[config.mk]
export PLATFORM = sky130hd
export DESIGN_NAME = rxring_dma
export DESIGN_NICKNAME = d
export VERILOG_FILES = /design/src/rtl/rxring_dma.sv
export SDC_FILE = /design/constraint.sdc
export NUM_CORES = 1
export LEC_CHECK = 0
export ABC_AREA = 1
export BUFFER_PORTS_ARGS = -buffer_cell sky130_fd_sc_hd__buf_2
export CAP_MARGIN = 20
export CORE_MARGIN = 2
export CORE_UTILIZATION = 54
export DETAILED_ROUTE_END_ITERATION = 10
export GPL_TIMING_DRIVEN = 0
export PLACE_DENSITY = 0.87
export SYNTH_ARGS = -nofsm -noshare
export SYNTH_HDL_FRONTEND = slang
export SYNTH_SLANG_ARGS = --single-unit
[constraint.sdc]
create_clock -name clk -period 2.8 [get_ports clk]
set_clock_uncertainty 0.2 [all_clocks]
set_input_delay 0.56 -clock clk [delete_from_list [all_inputs] [get_ports clk]]
set_output_delay 0.56 -clock clk [all_outputs]
set_load 0.05 [all_outputs]
[src/rtl/rxring_dma.sv]
module rxring_dma #(
  parameter int AW        = 32,
  parameter int BUF_BYTES = 1536
) (
  input  logic          clk,
  input  logic          rst_n,
  input  logic          rx_en,
  input  logic [AW-1:0] ring_base,
  input  logic          in_valid,
  input  logic [7:0]    in_data,
  input  logic          in_sof,
  input  logic          in_eof,
  output logic          in_ready,
  output logic          ovf,
  output logic          mem_en,
  output logic          mem_we,
  output logic [AW-1:0] mem_addr,
  output logic [31:0]   mem_wdata,
  input  logic [31:0]   mem_rdata
);
  localparam int CW = $clog2(BUF_BYTES);
  localparam int LW = 14;
  localparam logic [CW-1:0] LAST_IDX = CW'(BUF_BYTES - 1);
  localparam logic [AW-1:0] DSTEP = AW'(8);
  localparam logic [AW-1:0] STOFS = AW'(4);

  typedef enum logic [2:0] {S_IDLE, S_RD, S_CHK, S_DATA, S_STAT, S_USED, S_DROP} st_t;

  st_t           st;
  logic [AW-1:0] cur;
  logic [31:0]   w0_q;
  logic [CW-1:0] cnt;
  logic [23:0]   hold;
  logic [LW-1:0] len_q;
  logic          first_q, last_q, more_q, ovf_q;

  wire start = (st == S_IDLE) && rx_en && in_valid && in_sof;
  assign in_ready = (st == S_DATA) || (st == S_DROP) || ((st == S_IDLE) && !(rx_en && in_sof));
  wire take = in_valid && in_ready;
  wire [1:0] lane = cnt[1:0];
  wire full = (cnt == LAST_IDX);
  wire dwrite = (st == S_DATA) && take && (lane == 2'd3 || in_eof || full);
  wire [31:0] lane_byte = {24'd0, in_data} << {lane, 3'b000};
  wire [AW-1:0] buf_a = AW'({w0_q[31:2], 2'b00});
  wire [AW-1:0] word_ofs = AW'({cnt[CW-1:2], 2'b00});

  assign ovf       = ovf_q;
  assign mem_en    = start || dwrite || st == S_RD || st == S_STAT || st == S_USED;
  assign mem_we    = dwrite || st == S_STAT || st == S_USED;
  assign mem_addr  = dwrite ? buf_a + word_ofs : (st == S_STAT ? cur + STOFS : cur);
  assign mem_wdata = (st == S_STAT) ? {16'd0, last_q, first_q, len_q} :
                     (st == S_USED) ? (w0_q | 32'd1) :
                     ({8'd0, hold} | lane_byte);

  always_ff @(posedge clk) begin
    if (!rst_n) begin
      st      <= S_IDLE;
      cur     <= '0;
      w0_q    <= '0;
      cnt     <= '0;
      hold    <= '0;
      len_q   <= '0;
      first_q <= 1'b0;
      last_q  <= 1'b0;
      more_q  <= 1'b0;
      ovf_q   <= 1'b0;
    end else begin
      ovf_q <= 1'b0;
      case (st)
        S_IDLE: begin
          if (!rx_en) cur <= ring_base;
          if (start) begin
            first_q <= 1'b1;
            st      <= S_CHK;
          end
        end
        S_RD: st <= S_CHK;
        S_CHK: begin
          w0_q <= mem_rdata;
          cnt  <= '0;
          hold <= '0;
          if (mem_rdata[0]) begin
            ovf_q <= 1'b1;
            st    <= S_DROP;
          end else begin
            st <= S_DATA;
          end
        end
        S_DATA: begin
          if (take) begin
            hold <= dwrite ? 24'd0 : (hold | lane_byte[23:0]);
            cnt  <= cnt + 1'b1;
            if (in_eof) begin
              len_q  <= LW'(cnt) + LW'(1);
              last_q <= 1'b1;
              more_q <= 1'b0;
              st     <= S_STAT;
            end else if (full) begin
              len_q  <= LW'(BUF_BYTES);
              last_q <= 1'b0;
              more_q <= 1'b1;
              st     <= S_STAT;
            end
          end
        end
        S_STAT: st <= S_USED;
        S_USED: begin
          cur     <= w0_q[1] ? ring_base : cur + DSTEP;
          first_q <= 1'b0;
          st      <= more_q ? S_RD : S_IDLE;
        end
        S_DROP: if (take && in_eof) st <= S_IDLE;
        default: st <= S_IDLE;
      endcase
    end
  end
endmodule

==> flow_summary.json <==
{
  "htree_num_levels": 4,
  "ctsHoldBuffers": 0,
  "fin_ws_ps": -332.6,
  "top_usage_layer": "met2",
  "hp-start": "ring_base[1]",
  "crit_family": "simple AND/OR/NAND/NOR gates",
  "drtAntennaViolNets": 0,
  "met1_usage": 0.5644,
  "drt_iter0_markers": 1675,
  "cts.clk_slew.worst_paths_ps": 60,
  "post-route-drc-count": 0,
  "drive_gt1_frac": 0.3177,
  "report.final.hold_viol_count": 0,
  "finalPower_mw": 6.016,
  "synthMuxAreaShare": 0,
  "root_buffer": "clkbuf_16",
  "clock_path_buffers": 2,
  "leakagePower_nw": 5.339,
  "final_max_slew_viol_count": 0,
  "synth_area_sq_um": 8334,
  "dieArea_sq_um": 16440,
  "overflow": 0,
  "yosys.area.top_type_share": 0.2810,
  "n_fill_cell": 1035,
  "core_area_sq_um": 15150,
  "setup_viol": 37,
  "port_buffers": 145,
  "max_slew_margin": 0.5071,
  "cts_tree": "yes",
  "fmax_mhz": 319.2,
  "tightest_slew_ps": 739.3,
  "netlist_top_cells_count": "nand2_1, inv_1, nand3_1",
  "die_h_um": 128.2,
  "cts_buffers": 17,
  "drv_cap": 0,
  "met2_usage": 0.6668,
  "cp_data_arrival_time_ps": 2370,
  "grt_antenna_before_repair": 2,
  "crit_start": "cnt[2]",
  "gp_congestion": 1.069,
  "critPathMaxStageDelay_ps": 400,
  "grt_max_degree": 17,
  "rows": 45,
  "holdCritPathClass": "in -> reg",
  "yosys.area_share.simple": 0.3632,
  "path_buf_inv": 1,
  "synth_most_common_cell": "nand2_1",
  "fin_tns_setup_ps": -5675,
  "met3_usage": 0.1281,
  "cp-start-kind": "flip-flop",
  "crit_fanout": 7,
  "initial_core_util": 0.5503,
  "ys_warn_count": 0,
  "crit_slowest_cell": "fa_2",
  "synthAdderAreaFrac": 0.02042,
  "synth_top_family_by_area": "simple AND/OR/NAND/NOR gates",
  "grt_pass1_vias": 10260,
  "worstSetupPathType": "reg -> out",
  "rsz0062_at_grt": "true",
  "synth_flop_cell": "dfxtp_1",
  "yosys-top-cells-area": "dfxtp_1, nand2_1, nand3_1",
  "die_w_um": 128.2,
  "synth_edf_count": 0,
  "wl_per_cell_um": 21.17,
  "dr.pass1.iters": 10,
  "synthArstFlopShare": 0,
  "synth_cells": 1405,
  "power_density_nw_per_um2": 501.8,
  "synthXorXnorAreaFrac": 0.02732,
  "post-route-period-util": 1.119,
  "period_needed_ps": 3133,
  "ir_worst_vdd_v": 0.0005620,
  "cp-end-kind": "output pin",
  "clkSinkCount": 117,
  "vias": 11570,
  "io_pins": 146,
  "r2r_start": "st[2]",
  "vias_per_cell": 6.334,
  "drt_wl_total_um": 38690,
  "grt.total_usage": 0.4431,
  "synth_seq_cells": 117,
  "violations": "setup timing",
  "yosysSeqAreaShare": 0.2810,
  "synth_nets": 1496,
  "synth_cell_types": 40,
  "crit_required_ps": 2040,
  "cp_cell_sequence": "ha_4 -> fa_2 -> nand3_2 -> nand3_4 -> nand3_2 -> nand3_4 -> nand2_1 -> nand3_1 -> nand2_1 -> buf_6",
  "hpwlAfterDp_um": 25820,
  "status": "finished with violations",
  "area_growth_pct": 43.85,
  "reg2reg_slack_ps": 480,
  "yosysTopAreaCell": "dfxtp_1",
  "final_nets": 1715,
  "postSynthAreaPerCell_sq_um": 5.932,
  "grt_first_pass_wirelength_um": 55600,
  "synth_compound_area_frac": 0.2018,
  "worst_hold_slack_ps": 158.8,
  "clk-insertion-delay-late_ps": 440
}
## layer usage
metal / vias to the layer above / routed length (um)
met1: 5217 / 13790
met2: 1037 / 16240
met4: 0 / 3005
met3: 277 / 5641
met5: - / 0
li1: 5042 / -
## metrics by stage
stage	setup WS (ps)	std cells	util	instance area (sq um)
finish	-332.6	1827	0.7916	11990
global route	-373.3	1825	0.7912	11980
CTS	-225.9	1811	0.7567	11460
detailed placement	-390.5	1738	0.6145	9306
global placement	-397.7	1738	0.6145	9306
floorplan	-116.6	1405	-	8346
## path summary, 6_finish.rpt
path | end | depth (start not counted)
worst max-delay path | mem_addr[14] | 10
worst min-delay path | cur[1] | 3
worst min register to register | hold[0] | 2
worst max register to register | cnt[4] | 12
## kinds of logic after synthesis
family | Yosys count
simple gates | 724
compound gates | 303
buf+inv | 222
flops | 117
xor+xnor | 26
fa+ha+maj | 13
## worst reg2reg max path: stages, from the launching register on
cell,delay [ps]
dfxtp_4,400
clkinv_4,80
nand3_4,80
nor2_4,50
buf_4,130
buf_4,120
buf_4,120
buf_4,140
nor2_1,180
buf_2,260
buf_4,230
nand2_1,70
a21oi_1,180
## sequential cells by signal, indices dropped and copies added (netlist names)
register  flops
more_q        1
cur          32
len_q        12
first_q       1
ovf           1
w0_q         31
cnt          11
last_q        1
st            3
hold         24
## repair_timing
| action | in CTS | in global routing |
|---|---|---|
| resized for setup | 352 | 133 |
| cloned | 2 | 1 |
| pin swaps | 51 | 37 |
| endpoints found under the setup margin | 66 | 63 |
| buffers inserted | 39 | 13 |
## where the power goes
| group | internal (mW) | leakage (nW) | switching (mW) |
|---|---|---|---|
| Combinational | 0.578 | 4.08 | 1.22 |
| Sequential | 1.80 | 0.975 | 0.192 |
| Clock | 1.25 | 0.279 | 0.974 |
## layout make-up
| type | instances | area, sq um | area share |
|---|---|---|---|
| Multi-Input combinational cell | 1066 | 6166 | 0.5143 |
| Clock buffer | 18 | 429.2 | 0.03580 |
| Clock inverter | 14 | 141.4 | 0.01179 |
| Buffer | 61 | 409.1 | 0.03413 |
| Tap cell | 188 | 235.2 | 0.01962 |
| Inverter | 161 | 625.6 | 0.05218 |
| Timing Repair Buffer | 200 | 1550 | 0.1293 |
| Antenna cell | 2 | 5.005 | 0.0004174 |
| Sequential cell | 117 | 2427 | 0.2025 |
## placed cells by master, fill, tap and decap left out, types with 5 or more instances in the layout
master	synthesis	layout
dfxtp_2	0	20
o211ai_1	11	11
xor2_1	12	8
inv_6	0	7
nor2_2	5	15
dfxtp_1	117	81
ha_4	0	9
o21ai_1	3	5
nor3_1	13	11
clkbuf_1	31	22
buf_4	2	75
nand4_1	9	9
nand3_2	1	24
o21bai_1	18	15
o221ai_1	9	6
a21oi_1	112	106
buf_2	23	104
a21oi_2	0	5
a211oi_1	6	6
nand3_1	125	88
o21ai_2	1	15
nand2_4	0	14
clkbuf_16	0	21
dfxtp_4	0	16
nor2_1	116	90
nand2_1	440	375
clkinv_4	0	6
xnor2_1	14	12
nand2_2	3	54
nor2_4	4	20
inv_1	153	147
a31oi_1	16	15
o21ai_0	117	99
buf_8	0	17
buf_6	2	29
inv_2	5	8
nand3_4	0	14
No activity file was read; power rests on OpenSTA's default activity.
